===== src/rtl/hb_pkg.sv =====
package hb_pkg;

  typedef enum logic [1:0] {
    CMD_OFF  = 2'd0,
    CMD_HIGH = 2'd1,
    CMD_LOW  = 2'd2
  } leg_cmd_e;

  // Per-leg command: direction while running, freewheel low side when off.
  function automatic leg_cmd_e pick_cmd(input logic run, input logic dir,
                                        input logic neg);
    leg_cmd_e c;
    if (run)      c = dir ? CMD_HIGH : CMD_LOW;
    else if (neg) c = CMD_LOW;
    else          c = CMD_OFF;
    return c;
  endfunction

endpackage


===== src/rtl/hb_filter.sv =====
module hb_filter #(
  parameter int unsigned STABLE_CYC = 150,
  parameter logic        RST_VAL    = 1'b0
) (
  input  logic clk,
  input  logic rst_n,
  input  logic raw_i,
  output logic clean_o
);
  localparam int unsigned CW = (STABLE_CYC < 2) ? 1 : $clog2(STABLE_CYC + 1);

  logic [CW-1:0] cnt_q, cnt_d;
  logic          lvl_q, lvl_d;

  always_comb begin
    lvl_d = lvl_q;
    cnt_d = '0;
    if (raw_i != lvl_q) begin
      if (cnt_q == CW'(STABLE_CYC - 1)) lvl_d = raw_i;
      else                              cnt_d = cnt_q + 1'b1;
    end
  end

  always_ff @(posedge clk or negedge rst_n) begin
    if (!rst_n) begin
      cnt_q <= '0;
      lvl_q <= RST_VAL;
    end else begin
      cnt_q <= cnt_d;
      lvl_q <= lvl_d;
    end
  end

  assign clean_o = lvl_q;

endmodule


===== src/rtl/hb_fault.sv =====
module hb_fault #(
  parameter int unsigned HOLD_CYC = 50000
) (
  input  logic clk,
  input  logic rst_n,
  input  logic trip_i,
  input  logic en_f,
  input  logic dis_f,
  output logic fault_o,
  output logic hold_o
);
  localparam int unsigned HW = (HOLD_CYC < 2) ? 1 : $clog2(HOLD_CYC + 1);

  logic          fault_q, fault_d;
  logic [HW-1:0] hold_q, hold_d;
  logic          en_prev_q, dis_prev_q;
  logic          clr;

  assign clr = (en_f & ~en_prev_q) | (dis_prev_q & ~dis_f);

  always_comb begin
    fault_d = trip_i | (fault_q & ~clr);
    if (trip_i)            hold_d = HW'(HOLD_CYC);
    else if (hold_q != '0) hold_d = hold_q - 1'b1;
    else                   hold_d = hold_q;
  end

  always_ff @(posedge clk or negedge rst_n) begin
    if (!rst_n) begin
      fault_q    <= 1'b0;
      hold_q     <= '0;
      en_prev_q  <= 1'b0;
      dis_prev_q <= 1'b1;
    end else begin
      fault_q    <= fault_d;
      hold_q     <= hold_d;
      en_prev_q  <= en_f;
      dis_prev_q <= dis_f;
    end
  end

  assign fault_o = fault_q;
  assign hold_o  = (hold_q != '0);

  p_clear_edge_r5: assert property (@(posedge clk) disable iff (!rst_n)
    $fell(fault_q) |-> $past(clr));

endmodule


===== src/rtl/hb_leg.sv =====
module hb_leg
  import hb_pkg::*;
#(
  parameter int unsigned DEAD_CYC = 8
) (
  input  logic     clk,
  input  logic     rst_n,
  input  leg_cmd_e cmd_i,
  output logic     hs_o,
  output logic     ls_o
);
  localparam int unsigned DW = (DEAD_CYC < 2) ? 1 : $clog2(DEAD_CYC + 1);

  logic          hs_q, hs_d, ls_q, ls_d;
  logic [DW-1:0] gap_q, gap_d;
  logic          want_hs, want_ls;

  assign want_hs = (cmd_i == CMD_HIGH);
  assign want_ls = (cmd_i == CMD_LOW);

  always_comb begin
    hs_d  = hs_q & want_hs;
    ls_d  = ls_q & want_ls;
    gap_d = gap_q;
    if (hs_q | ls_q) begin
      gap_d = '0;
    end else if (gap_q != DW'(DEAD_CYC)) begin
      gap_d = gap_q + 1'b1;
    end else begin
      hs_d = want_hs;
      ls_d = want_ls;
    end
  end

  always_ff @(posedge clk or negedge rst_n) begin
    if (!rst_n) begin
      hs_q  <= 1'b0;
      ls_q  <= 1'b0;
      gap_q <= DW'(DEAD_CYC);
    end else begin
      hs_q  <= hs_d;
      ls_q  <= ls_d;
      gap_q <= gap_d;
    end
  end

  assign hs_o = hs_q;
  assign ls_o = ls_q;

  p_excl_r9: assert property (@(posedge clk) disable iff (!rst_n)
    !(hs_q && ls_q));
  p_hs_gap_r9: assert property (@(posedge clk) disable iff (!rst_n)
    $rose(hs_q) |-> $past(!ls_q));
  p_ls_gap_r9: assert property (@(posedge clk) disable iff (!rst_n)
    $rose(ls_q) |-> $past(!hs_q));

endmodule


===== src/rtl/hbridge_ctrl.sv =====
module hbridge_ctrl
  import hb_pkg::*;
#(
  parameter int unsigned FILT_CYC = 150,
  parameter int unsigned HOLD_CYC = 50000,
  parameter int unsigned DEAD_CYC = 8
) (
  input  logic clk,
  input  logic rst_n,
  input  logic in_a,
  input  logic in_b,
  input  logic en_i,
  input  logic dis_i,
  input  logic oc_i,
  input  logic ot_i,
  input  logic uv_i,
  input  logic neg_a,
  input  logic neg_b,
  output logic hs_a,
  output logic ls_a,
  output logic hs_b,
  output logic ls_b,
  output logic sf_n
);
  localparam int unsigned NLEG = 2;

  logic en_f, dis_f, fault_q, hold_busy, trip;
  logic run_q, run_d;
  logic [NLEG-1:0] dir_v, neg_v, hs_v, ls_v;

  hb_filter #(.STABLE_CYC(FILT_CYC), .RST_VAL(1'b0)) u_en_filt (
    .clk(clk), .rst_n(rst_n), .raw_i(en_i), .clean_o(en_f));
  hb_filter #(.STABLE_CYC(FILT_CYC), .RST_VAL(1'b1)) u_dis_filt (
    .clk(clk), .rst_n(rst_n), .raw_i(dis_i), .clean_o(dis_f));

  assign trip = oc_i | ot_i;

  hb_fault #(.HOLD_CYC(HOLD_CYC)) u_fault (
    .clk(clk), .rst_n(rst_n), .trip_i(trip), .en_f(en_f), .dis_f(dis_f),
    .fault_o(fault_q), .hold_o(hold_busy));

  // Faults and undervoltage override the enable-driven state.
  assign run_d = en_f & ~dis_f & ~trip & ~uv_i & ~fault_q & ~hold_busy;

  always_ff @(posedge clk or negedge rst_n) begin
    if (!rst_n) run_q <= 1'b0;
    else        run_q <= run_d;
  end

  assign dir_v = {in_b, in_a};
  assign neg_v = {neg_b, neg_a};

  for (genvar g = 0; g < NLEG; g++) begin : g_leg
    leg_cmd_e cmd;
    assign cmd = pick_cmd(run_d, dir_v[g], neg_v[g]);
    hb_leg #(.DEAD_CYC(DEAD_CYC)) u_leg (
      .clk(clk), .rst_n(rst_n), .cmd_i(cmd), .hs_o(hs_v[g]), .ls_o(ls_v[g]));
  end

  assign hs_a = hs_v[0];
  assign ls_a = ls_v[0];
  assign hs_b = hs_v[1];
  assign ls_b = ls_v[1];
  assign sf_n = run_q;

  p_trip_off_r4: assert property (@(posedge clk) disable iff (!rst_n)
    (oc_i || ot_i) |=> (!sf_n && !hs_a && !hs_b));
  p_uv_off_r7: assert property (@(posedge clk) disable iff (!rst_n)
    uv_i |=> (!sf_n && !hs_a && !hs_b));
  p_off_no_hs_r2: assert property (@(posedge clk) disable iff (!rst_n)
    !sf_n |-> (!hs_a && !hs_b));
  p_fw_a_r8: assert property (@(posedge clk) disable iff (!rst_n)
    (!sf_n && ls_a) |-> $past(neg_a));
  p_fw_b_r8: assert property (@(posedge clk) disable iff (!rst_n)
    (!sf_n && ls_b) |-> $past(neg_b));

endmodule


===== config.mk =====
export PLATFORM = sky130hd
export DESIGN_NAME = hbridge_ctrl
export DESIGN_NICKNAME = d
export VERILOG_FILES = /design/src/rtl/hb_pkg.sv /design/src/rtl/hb_filter.sv /design/src/rtl/hb_fault.sv /design/src/rtl/hb_leg.sv /design/src/rtl/hbridge_ctrl.sv
export SDC_FILE = /design/constraint.sdc
export NUM_CORES = 1
export LEC_CHECK = 0
export BUFFER_PORTS_ARGS = -buffer_cell sky130_fd_sc_hd__buf_2
export CAP_MARGIN = 20
export CORE_MARGIN = 1
export CORE_UTILIZATION = 61
export CTS_BUF_LIST = sky130_fd_sc_hd__clkbuf_16
export DETAILED_ROUTE_END_ITERATION = 7
export GPL_ROUTABILITY_DRIVEN = 1
export GPL_TIMING_DRIVEN = 1
export PLACE_DENSITY = 0.78
export REMOVE_ABC_BUFFERS = 1
export SYNTH_ARGS = -nofsm -noshare
export SYNTH_HDL_FRONTEND = slang
export SYNTH_HIERARCHICAL = 1
export SYNTH_SLANG_ARGS = --single-unit

===== constraint.sdc =====
create_clock -name clk -period 3.25 [get_ports clk]
set_clock_uncertainty 0.15 [all_clocks]
set_input_delay 0.975 -clock clk [delete_from_list [all_inputs] [get_ports clk]]
set_output_delay 0.975 -clock clk [all_outputs]
set_load 0.02 [all_outputs]

==> metrics <==
status completed; Resize count post-CTS 0; Flop pwr share 43.5%; Global Route met1 Usage 28.8%; Nets 289; Power Internal 1360 uW; worst-skew pair later-pin latency 0.29 ns; FF+latch area 1260 um2; setup TNS 0 ns; IO Port Bufs 15; Post-DP HPWL 3130 um; H-Tree Depth 2; Post-Synth XOR/XNOR Area 4.37%; post-synthesis sequential area ratio 44.8%; #FFs+latches synth 50; reg2reg start u_fault/hold_q[0]; Reg-to-Reg End g_leg[1].u_leg/ls_o; Final Core Density 70.8%; Pins Over Slew Limit 0; CTS Sinks 50; Worst Hold Class flip-flop to flip-flop; Pwr per Cell Area 585 nW/um2; multiplexer share of the synthesized area 6.51%; Worst-path clk slew 0.06 ns; post-synthesis simple-gate area fraction 26.0%; layout filler cell count 303; f_max 367 MHz; crit path launch type flip-flop; chip height 69.8 um; first-pass GRT wire length 8670 um; Diodes inserted 0; synthesized instance count 253; leakage 0.00130 uW; most area-consuming cells after synthesis dfrtp_1 41%, ha_1 4.0%, dfstp_2 3.7%, nor3b_1 3.2%, mux2_4 2.7%; minimum clock period 2.73 ns; GRT Residual Overflow 0; Synth area leader dfrtp_1; Unique masters post-synth 55; Core ar. 4380 um2; Reg2Reg Setup Slack 0.52 ns; post-synthesis async set-or-reset flop share 100%; RSZ-0062 raised after global routing no; I/O Pins 16; period utilisation layout 83.9%; Final Non-Filler Cells 322; Synth Flop Type dfrtp_1; clk root buf clkbuf_16; met3 Use GR 5.38%; via count 1931; Fin. Hold Viols 0; initial antenna violation count 0; die area 4880 um2; Synth top area share 41.0%; Worst slew margin 58.6%; WHS Endpoint u_fault/dis_prev_q; number of enable flip-flop cells after synthesis 0; Crit path required time 3.32 ns; sw power 453 uW; Post-Route WL 4780 um; Finish-stage setup viols 0; pin count of the biggest net entering global routing 51; path depth of the worst reg2reg path 10; Tot GR Track Use 22.3%; largest family of logic cells by synthesized area simple AND/OR/NAND/NOR gates; DR pass1 iterations 6; Area growth, synth to finish 10.7%; met2 usage 37.5%; WP data arrival 2.80 ns; Max Buffers Root-to-Sink 2; Clk pwr share 36.0%; Placed Cells 314; DR iter-0 viols 183; worst vdd ir 0.466 mV; combinational share of power 20.5%; number of remaining DRC errors 0; drt wl/cell 14.9 um; hold path depth 0; critical path peak fanout 6; Least-Margin Pin Slew 0.621 ns; vias in the first global route 1944; Most Used Layer, Global Route met2; CTS tree yes; gp weighted congestion 0.797; post-CTS setup buffers 0; cts hold-fix bufs 0; layout cell share with drive strength beyond 1 21.9%; initial core utilization 64.0%; CTS buffer count 5; routed vias/inst 6.00; Synth Area in Compound Gates 10.0%; Max Cap Viol 0; Synth warnings 6; FP Rows 24; multi-input logic area 1430 um2; Hold Crit Start u_dis_filt/clean_o; Synth Area per Inst 11.1 um2; Die X 69.8 um; Worst Setup End Kind flip-flop; kind of critical path flip-flop to flip-flop; adder-cell share of the synthesized area 4.01%; ANT nets after route 0; switching part of the total 25.0%; Netlist Area Pre-Place 2810 um2
-- cells in the final DEF, fill, tap and decap left out, types with 6 or more instances in the layout --
master    instances
a21oi_1           8
buf_2            15
dfrtp_1          46
ha_1              9
inv_1            16
nand2b_1          6
nand3_1          11
nor2_1           19
nor3_1            8
nor3b_1          12
o21ai_0           6
or3_1             9
xnor2_1           8
xor2_1            6
-- state kept, by name, summed over array words and instances, names as in the netlist --
name / flops
g_leg.u_leg/hs_o: 2
sf_n: 1
u_fault/fault_o: 1
u_dis_filt/cnt_q: 8
u_fault/dis_prev_q: 1
u_fault/en_prev_q: 1
g_leg.u_leg/ls_o: 2
u_dis_filt/clean_o: 1
g_leg.u_leg/gap_q: 8
u_en_filt/clean_o: 1
u_fault/hold_q: 16
u_en_filt/cnt_q: 8
-- kinds of logic after synthesis --
family | Yosys count
flip-flops | 50
AO/OA/AOI/OAI | 33
adder cells (fa/ha/maj) | 9
multiplexers | 15
XOR/XNOR | 14
AND/OR/NAND/NOR | 106
buffers and inverters | 26
-- how the worst max path moves through the flow --
stage               cells after the start               from  slack [ns]                  end
finish                                 10  u_fault/hold_q[0]        0.52  g_leg[1].u_leg/ls_o
detailed placement                      7               ot_i        0.54  g_leg[0].u_leg/hs_o
floorplan                               9  u_fault/hold_q[0]        0.30  g_leg[0].u_leg/hs_o
global placement                        7               ot_i        0.56  g_leg[0].u_leg/hs_o
CTS                                    10  u_fault/hold_q[0]        0.51  g_leg[0].u_leg/hs_o
global route                           10  u_fault/hold_q[0]        0.16  g_leg[1].u_leg/ls_o
-- area by class of cell --
type	count	share of cell area (%)
well taps	52	2.10
inverters	16	1.93
clock inverters	3	2.05
clock buffers	5	4.03
flip-flops and latches	50	40.5
multi-input cells	177	46.1
repair buffers	19	3.38
-- cell usage after synthesis (2+ instances only) --
cell,instances
a32o_1,4
xnor2_1,8
inv_1,16
nand3b_1,2
and2_1,2
nand2b_1,6
buf_2,6
nand4_2,2
and3b_1,2
nor3_1,8
a211oi_1,2
nor4b_1,2
mux2i_1,4
o21ai_0,6
dfstp_2,4
a21oi_1,8
mux2_2,4
clkbuf_1,2
nor4_1,4
or3_1,9
nor2b_1,4
ha_1,9
nand3_1,11
nor2_1,19
dfrtp_1,46
nor3b_1,12
o41ai_4,2
mux2_4,5
nand4_1,4
xor2_1,6
buf_6,2
mux2_1,2
a21oi_2,2
nor4_2,2
nor4_4,3
nand2_1,4
-- per-layer routing --
layer,vias to the layer above,part of all wire [%]
met5,-,0
met4,0,0.98
met3,7,2.9
met2,32,50
met1,947,46
li1,945,-
-- power groups by stage --
stage | Combinational [uW] | Sequential [uW] | Clock, uW
after detailed placement | 372 | 798 | 0
after floorplan | 300 | 784 | 0
after global placement | 356 | 794 | 0
after global routing | 428 | 802 | 682
final | 372 | 790 | 654
after CTS | 376 | 789 | 669
-- per-stage QoR --
stage               worst slack (ns)  area, um2  total power (uW)  hold WS (ns)
floorplan                      0.297       2750              1080         0.226
global placement               0.561       2920              1150         0.242
detailed placement             0.535       2920              1170         0.244
CTS                            0.508       3110              1830         0.253
global route                   0.157       3110              1910         0.259
finish                         0.525       3110              1820         0.256
-- critical path, cell delays in order (launching register included) --
cell      delay, ns
dfrtp_1        0.44
inv_1          0.09
ha_1           0.22
nor4b_4        0.33
nand4_1        0.16
nor3_1         0.16
nor4bb_1       0.26
buf_4          0.19
mux2i_1        0.30
nor3b_1        0.23
a32o_1         0.15
No activity file was read; power rests on OpenSTA's default activity.
